===== src/rtl/irq_router_pkg.sv =====
package irq_router_pkg;
  localparam int SRC_CNT    = 32;
  localparam int CORE_CNT   = 4;
  localparam int LINE_CNT   = 4;
  localparam int ADDR_W     = 7;
  localparam int DATA_W     = 32;
  localparam int ROUTE_W    = CORE_CNT + LINE_CNT;
  localparam int OUT_CNT    = CORE_CNT * LINE_CNT;
  localparam int SRC_IDX_W  = $clog2(SRC_CNT);
  localparam int CORE_IDX_W = $clog2(CORE_CNT);
  localparam int CORE_STRIDE = 8;
  localparam int STRIDE_SH  = $clog2(CORE_STRIDE);

  // register window
  localparam logic [ADDR_W-1:0] OFS_ROUTE_END = ADDR_W'(SRC_CNT);
  localparam logic [ADDR_W-1:0] OFS_GSTAT     = 7'h20;
  localparam logic [ADDR_W-1:0] OFS_ENABLE    = 7'h24;
  localparam logic [ADDR_W-1:0] OFS_EN_SET    = 7'h28;
  localparam logic [ADDR_W-1:0] OFS_EN_CLR    = 7'h2C;
  localparam logic [ADDR_W-1:0] OFS_CORE_BASE = 7'h40;
  localparam logic [ADDR_W-1:0] CORE_SPAN     = ADDR_W'(CORE_CNT * CORE_STRIDE);

  typedef enum logic [2:0] {
    RD_NONE,
    RD_ROUTE,
    RD_GSTAT,
    RD_ENABLE,
    RD_CORE
  } rdSel_e;

  typedef struct packed {
    logic                  routeWr;
    logic [SRC_IDX_W-1:0]  routeIdx;
    logic                  enSet;
    logic                  enClr;
    rdSel_e                rdSel;
    logic [CORE_IDX_W-1:0] coreIdx;
  } ctrlStrobe_t;
endpackage


===== src/rtl/irqRouterCtrl.sv =====
module irqRouterCtrl
  import irq_router_pkg::*;
(
  input  logic              busValid,
  input  logic              busWrite,
  input  logic              busSize,
  input  logic [ADDR_W-1:0] busAddr,
  output ctrlStrobe_t       strobe
);
  logic [ADDR_W-1:0] coreOfs;
  logic              inCoreWin;
  logic              wordAligned;

  assign coreOfs     = busAddr - OFS_CORE_BASE;
  assign inCoreWin   = coreOfs < CORE_SPAN;
  assign wordAligned = busAddr[1:0] == 2'b00;

  always_comb begin
    strobe = '0;
    strobe.routeIdx = busAddr[SRC_IDX_W-1:0];
    strobe.coreIdx  = coreOfs[STRIDE_SH +: CORE_IDX_W];
    if (busValid) begin
      if (!busSize) begin
        // byte transfers reach only the routing bytes
        if (busAddr < OFS_ROUTE_END) begin
          if (busWrite) strobe.routeWr = 1'b1;
          else          strobe.rdSel   = RD_ROUTE;
        end
      end else if (wordAligned) begin
        if (inCoreWin) begin
          // per-core views are read-only; the odd word of a slot is a hole
          if (!busWrite && coreOfs[STRIDE_SH-1:0] == '0)
            strobe.rdSel = RD_CORE;
        end else begin
          unique case (busAddr)
            OFS_GSTAT:  if (!busWrite) strobe.rdSel = RD_GSTAT;
            OFS_ENABLE: if (!busWrite) strobe.rdSel = RD_ENABLE;
            OFS_EN_SET: if (busWrite)  strobe.enSet = 1'b1;
            OFS_EN_CLR: if (busWrite)  strobe.enClr = 1'b1;
            default: ;
          endcase
        end
      end
    end
  end
endmodule


===== src/rtl/irqRouterDatapath.sv =====
module irqRouterDatapath
  import irq_router_pkg::*;
(
  input  logic               clk,
  input  logic               rstN,
  input  logic [SRC_CNT-1:0] irqIn,
  input  ctrlStrobe_t        strobe,
  input  logic [DATA_W-1:0]  busWdata,
  output logic [DATA_W-1:0]  busRdata,
  output logic [OUT_CNT-1:0] irqOut,
  output logic [SRC_CNT-1:0] enableQ
);
  logic [ROUTE_W-1:0] routeQ [SRC_CNT];
  logic [SRC_CNT-1:0] gStat;
  logic [CORE_CNT-1:0][SRC_CNT-1:0] coreStat;
  logic [LINE_CNT-1:0][SRC_CNT-1:0] lineStat;
  logic [OUT_CNT-1:0] outNext;
  logic [DATA_W-1:0]  rdNext;
  logic [SRC_CNT-1:0] enSetMask;
  logic [SRC_CNT-1:0] enClrMask;

  // routing byte storage, one register per source
  for (genvar s = 0; s < SRC_CNT; s++) begin : g_route
    always_ff @(posedge clk or negedge rstN) begin
      if (!rstN)
        routeQ[s] <= '0;
      else if (strobe.routeWr && strobe.routeIdx == SRC_IDX_W'(s))
        routeQ[s] <= busWdata[ROUTE_W-1:0];
    end
  end

  assign enSetMask = strobe.enSet ? busWdata[SRC_CNT-1:0] : '0;
  assign enClrMask = strobe.enClr ? busWdata[SRC_CNT-1:0] : '0;

  always_ff @(posedge clk or negedge rstN) begin
    if (!rstN) enableQ <= '0;
    else       enableQ <= (enableQ | enSetMask) & ~enClrMask;
  end

  assign gStat = irqIn & enableQ;

  // fan each enabled source out to its cores and lines
  for (genvar s = 0; s < SRC_CNT; s++) begin : g_fan
    for (genvar c = 0; c < CORE_CNT; c++) begin : g_core
      assign coreStat[c][s] = gStat[s] & routeQ[s][c];
    end
    for (genvar l = 0; l < LINE_CNT; l++) begin : g_line
      assign lineStat[l][s] = gStat[s] & routeQ[s][CORE_CNT + l];
    end
  end

  for (genvar c = 0; c < CORE_CNT; c++) begin : g_outC
    for (genvar l = 0; l < LINE_CNT; l++) begin : g_outL
      assign outNext[c*LINE_CNT + l] = (|coreStat[c]) & (|lineStat[l]);
    end
  end

  always_ff @(posedge clk or negedge rstN) begin
    if (!rstN) irqOut <= '0;
    else       irqOut <= outNext;
  end

  always_comb begin
    unique case (strobe.rdSel)
      RD_ROUTE:  rdNext = DATA_W'(routeQ[strobe.routeIdx]);
      RD_GSTAT:  rdNext = DATA_W'(gStat);
      RD_ENABLE: rdNext = DATA_W'(enableQ);
      RD_CORE:   rdNext = DATA_W'(coreStat[strobe.coreIdx]);
      default:   rdNext = '0;
    endcase
  end

  always_ff @(posedge clk or negedge rstN) begin
    if (!rstN) busRdata <= '0;
    else       busRdata <= rdNext;
  end
endmodule


===== src/rtl/irqRouter.sv =====
module irqRouter
  import irq_router_pkg::*;
(
  input  logic               clk,
  input  logic               rstN,
  input  logic [SRC_CNT-1:0] irqIn,
  input  logic               busValid,
  input  logic               busWrite,
  input  logic               busSize,
  input  logic [ADDR_W-1:0]  busAddr,
  input  logic [DATA_W-1:0]  busWdata,
  output logic [DATA_W-1:0]  busRdata,
  output logic [OUT_CNT-1:0] irqOut
);
  ctrlStrobe_t        strobe;
  logic [SRC_CNT-1:0] enableQ;

  irqRouterCtrl ctrlI (
    .busValid (busValid),
    .busWrite (busWrite),
    .busSize  (busSize),
    .busAddr  (busAddr),
    .strobe   (strobe)
  );

  irqRouterDatapath dpI (
    .clk      (clk),
    .rstN     (rstN),
    .irqIn    (irqIn),
    .strobe   (strobe),
    .busWdata (busWdata),
    .busRdata (busRdata),
    .irqOut   (irqOut),
    .enableQ  (enableQ)
  );
endmodule


===== config.mk =====
export PLATFORM = sky130hd
export DESIGN_NAME = irqRouter
export DESIGN_NICKNAME = d
export VERILOG_FILES = /design/src/rtl/irq_router_pkg.sv /design/src/rtl/irqRouterCtrl.sv /design/src/rtl/irqRouterDatapath.sv /design/src/rtl/irqRouter.sv
export SDC_FILE = /design/constraint.sdc
export NUM_CORES = 1
export LEC_CHECK = 0
export BUFFER_PORTS_ARGS = -buffer_cell sky130_fd_sc_hd__buf_2
export CORE_ASPECT_RATIO = 1.4
export CORE_MARGIN = 2
export CORE_UTILIZATION = 40
export CTS_BUF_LIST = sky130_fd_sc_hd__clkbuf_4
export CTS_CLUSTER_SIZE = 28
export DETAILED_ROUTE_END_ITERATION = 16
export PLACE_DENSITY = 0.67
export SLEW_MARGIN = 30
export SYNTH_ARGS = -nofsm -noshare
export SYNTH_HDL_FRONTEND = slang
export SYNTH_SLANG_ARGS = --single-unit

===== constraint.sdc =====
create_clock -name clk -period 2.2 [get_ports clk]
set_input_delay 0.22 -clock clk [delete_from_list [all_inputs] [get_ports clk]]
set_output_delay 0.22 -clock clk [all_outputs]
set_load 0.02 [all_outputs]

# Yosys cells after proc, flatten, opt, wreduce, memory -nomap -nowiden
# Cells that the tools add are included.
# op_classes
add_sub_neg	1
order_cmp	4
eq_ne	39
muxes	26
bitwise_logic	277
reduce_logical	45
# ops
operator	count
AND 1 bit	272
OR reduction 32 bit	8
case mux 32 bit (4 select lines)	1
2-to-1 mux 32 bit	3
equality test 5 bit (second input constant)	16
AND 32 bit	2
binary-select mux 32 bit (select 2 bit)	1
binary-select mux 8 bit (select 5 bit)	1
equality test 5 x 4 -> 1 bit (second input constant)	8
logical AND 1 bit	33
NOT 32 bit	1
OR 32 bit	1
equality test 7 x 6 -> 1 bit (second input constant)	4
equality test 5 x 3 -> 1 bit (second input constant)	4
2-to-1 mux 8 bit	2
< comparator 7 x 6 -> 1 bit (second input constant)	2
2-to-1 mux 3 bit	4
equality test 5 x 2 -> 1 bit (second input constant)	2
2-to-1 mux 5 bit	2
2-to-1 mux 2 bit	4
2-to-1 mux 1 bit	7
subtractor 7 bit (second input constant)	1
equality test 3 x 2 -> 1 bit (second input constant)	2
greater-or-equal comparator 6 bit (second input constant)	1
other kinds (10)	10
# totals
regBits	336
out_inout_bits	48
word_cells	427

# Longest topological paths before layout
# depth
depth_word	11
depth_mapped	8
ltp_nobuf	5

# Hierarchy
# Synthesis repeated with hierarchy kept, for this count alone.
# hier_totals
hier_cells	1383
hier_area_um2	17636.9
# by_module_without_submodules
module	instances	cells_per_inst	area_each_um2	seq_area_each_um2
irqRouterDatapath	1	1361	17463.0	8408.1
irqRouterCtrl	1	22	173.9	0.0

# Worst setup path after synthesis
# No wires, ideal clock.
# synth_timing
path_kind	register -> register
start	register dpI.enableQ[8]
end	register dpI.irqOut[2]
arrival_ps	1846
t_required_ps	2081
slack_ps	235
stages_incl_launch_ff	7
n_path_buf	1
period_less_slack_ps	1965
path_cell_list	dfrtp_1 > and2_1 > clkbuf_1 > a2111oi_0 > nand3_1 > or4_1 > and2_1
# synth_via
elab_chain_cells	4
word_cells_on_any_way	6
cone_classes	bitwise: 4; reduce/logical: 2
# synth_rtl
item	line_no	rtl
start, declared	irqRouterDatapath.sv:11	output logic [SRC_CNT-1:0] enableQ
start signal, assigned	irqRouterDatapath.sv:37	else enableQ <= (enableQ | enSetMask) & ~enClrMask;
AND 32 bit (*)	irqRouterDatapath.sv:40	assign gStat = irqIn & enableQ;
AND 1 bit (on tied branches)	irqRouterDatapath.sv:45, irqRouterDatapath.sv:48	
OR reduction 32 bit	irqRouterDatapath.sv:54	assign outNext[c*LINE_CNT + l] = (|coreStat[c]) & (|lineStat[l]);
AND 1 bit (*)	irqRouterDatapath.sv:54	
via dpI.outNext[2]	irqRouterDatapath.sv:17	logic [OUT_CNT-1:0] outNext;
end signal, assigned	irqRouterDatapath.sv:60	else irqOut <= outNext;
end, declared	irqRouterDatapath.sv:10	output logic [OUT_CNT-1:0] irqOut,
# The timed path passes the listed nets; every way through them passes the cells marked *.
# A chain may end at the register's enable or synchronous reset.

# Final worst setup path
# layout_timing
start	register dpI.enableQ[6]
end	register dpI.irqOut[1]
# The elaborated chain is that of the path after synthesis.

==> results.yml <==
job:
  cap_violations: 0
timing:
  worst_slew_pin_slew_ns: 0.8992
  setup_viol: 0
  finalClockSkew_ns: 0.04049
  hold_violations: 0
  hold_ws_ns: 0.02710
  relSlewSlack_pct: 40.05
  fin_crit_sh_pct: 98.70
  fin_crit_ns: 2.171
  rsz0062_at_grt: "yes"
  fmax_mhz: 460.5
  slew_viol_final: 0
pwr:
  leakage_nw: 11.14
  cellPowerDensity_nw_per_um2: 621.1
  ir_drop_v: 0.0003649
floorplanning:
  ioPinCount: 124
  die_y_um: 254.8
  die_w_um: 183.2
  rows: 91
  die_area_um2: 46680
  core_um2: 44180
  start_util_pct: 40.69
setup_path:
  start_kind: "flop"
  cp_data_arrival_time_ns: 2.87
  worstSetupPathType: "flop to flop"
  path_cells: "and2_1 > a32oi_1 > buf_4 > nand4_1 > or4_4 > and2_1"
  rr_startpoint: "dpI.enableQ[6]$_DFF_PN0_"
  critPathMaxStageDelay_ns: 0.60
  cp.required_ns: 2.89
  crit_start: "dpI.enableQ[6]$_DFF_PN0_"
  crit_slowest_cell: "or4_4"
  worstPathMaxFanout: 7
  endpoint_kind: "flop"
  crit_top_cell: "and2_1"
drt:
  viasPerCell: 6.440
  wirelength_um: 81340
  wl_per_cell_um: 33.96
  vias: 15424
  antenna_left: 0
  first_pass_iters: 6
  drc_errors: 0
  dr.first_iter.drc_count: 1682
logic_synthesis:
  synth_nets: 1492
  synth.distinct_cells: 45
  syn_area_um2: 17980
  synth_cells: 1416
  syn_avg_cell_area_um2: 12.70
  seq_area_frac_synth_pct: 46.77
  yosysWarnings: 0
  ys_ff_latch: 336
global_routing:
  grt_pass1_vias: 15637
  overflow: 0
  antenna_found_initial: 9
  grt_pass1_wl_um: 116000
  grt_usage_pct: 35.39
  grt_max_degree: 54
worst_hold_path:
  hp-class: "input port to flop"
  hold_start: "busAddr[2]"
finish:
  layout_common_cells: "dfrtp_1 (335), mux2_2 (272), buf_4 (164)"
  final_nets: 1847
  area_growth_pct: 25.86
  design_area_um2: 22630
  n_fill_cell: 3899
  final_common_cell: "dfrtp_1"
  drive_above_1_share_pct: 48.25
clock_tree:
  cts.sinks: 336
  cts-root-buf: "clkbuf_4"
  clk_latency_ns: 0.83
  h-tree-depth: 3
  clk_path_buf_depth: 3
  cts_tree: "done"
  numCtsBuffers: 88
  clk_pin_slew_ns: 0.07
outcome:
  status: "complete, no violations"
placed_design:
  io_buffer_count: 123
  gp_congestion: 1.070
  place_area_um2: 20800
  dp_hpwl_um: 61830
==> sequential cells by signal (all words and copies together) (netlist names) <==
register and cells:
dpI.routeQ 256, dpI.busRdata 32, dpI.enableQ 32, dpI.irqOut 16
==> per-stage QoR <==
stage               power [mW]   TNS, ns  instances  util [%]  worst slack, ns
CTS                      14.08         0       2388     51.12          0.01675
global placement         8.418    -2.122       2175     47.08          -0.3020
global route             14.53  -0.04508       2391     51.19         -0.02030
finish                   14.05         0       2395     51.21          0.02856
detailed placement       8.432    -2.289       2175     47.08          -0.2684
floorplan                7.422         0       1416         -           0.2348
==> layout make-up <==
class	instances	area (um2)	share of cell area, %
timing repair buffer	389	3316	14.65
inverter	41	153.9	0.6802
tap	558	698.2	3.086
antenna	7	17.52	0.07742
sequential	336	8409	37.17
multi-input combinational	915	8944	39.53
clock buffer	123	923.4	4.081
clock inverter	26	163.9	0.7244
==> routing by layer <==
| layer | up-vias | GRT usage (%) | part of all wire [%] | routed length [um] |
|---|---|---|---|---|
| met1 | 7943 | 41.46 | 36 | 29200 |
| li1 | 6174 | - | - | - |
| met2 | 1006 | 57.80 | 47 | 38490 |
| met4 | 0 | 25.94 | 8.7 | 7062 |
| met3 | 301 | 7.328 | 8.1 | 6587 |
| met5 | - | 0 | 0 | 0 |
==> timing repair <==
| item | 4_1_cts | 5_1_grt |
|---|---|---|
| hold buffers | 63 | 0 |
| setup endpoints to repair | 16 | 12 |
| gates cloned | 0 | 0 |
| gates resized for setup | 13 | 7 |
| hold endpoints to repair | 403 | 0 |
| setup buffers | 1 | 0 |
==> synthesized netlist by cell type (all sizes together) <==
cell,instances,area [um2]
nand2b,4,25.02
a211oi,8,60.06
o21ai,40,200.2
a21oi,32,160.2
and2,30,187.7
or2,2,15.02
a32oi,79,691.9
mux2i,48,480.5
dfrtp,336,8408
nor3b,2,15.01
nor2b,36,225.2
inv,41,153.9
nand2,66,320.3
nor4b,1,23.77
a2111oi,6,52.55
clkbuf,83,315.3
a31oi,19,118.9
and3,37,231.5
or4,10,82.58
a41oi,1,8.760
and4,2,17.52
o22ai,24,150.1
nand4,37,231.5
mux4,80,1802
nand3,22,160.2
a22oi,13,97.59
or3b,1,8.760
mux2,288,3303
buf,41,226.5
nor2,24,188.9
nor3,3,15.01
==> critical path: cells and delay by family, from the launching register on <==
| kind | cells | cell delay (ns) |
|---|---|---|
| AND/OR/NAND/NOR | 4 | 1.20 |
| flip-flops | 1 | 0.37 |
| AO/OA/AOI/OAI | 1 | 0.33 |
| buffers and inverters | 1 | 0.17 |
==> worst paths after layout <==
check                      cells past startpoint                           to  slack [ns]
max in group asynchronous                      4  dpI.routeQ[161]$_DFFE_PN0P_        1.14
max                                            6      dpI.irqOut[1]$_DFF_PN0_        0.03
min                                            4    dpI.enableQ[30]$_DFF_PN0_        0.03
max reg2reg                                    6      dpI.irqOut[1]$_DFF_PN0_        0.03
min in group asynchronous                      3   dpI.routeQ[84]$_DFFE_PN0P_        0.41
min reg2reg                                    2   dpI.busRdata[15]$_DFF_PN0_        0.49
==> cell families (layout without fill, tap and decap cells) <==
group,Yosys count,in the layout,synth area share (%)
AOI/OAI and AO/OA,222,222,8.568
DFF,336,336,46.77
muxes,416,416,31.07
buffers and inverters,165,579,3.870
other,0,7,0
and+or+nand+nor,277,277,9.723
==> report_power, final <==
group / internal (mW) / switching [mW]
sequential: 6.37 / 0.229
clock: 2.80 / 2.75
combinational: 0.811 / 1.09
No activity file was read; power rests on OpenSTA's default activity.
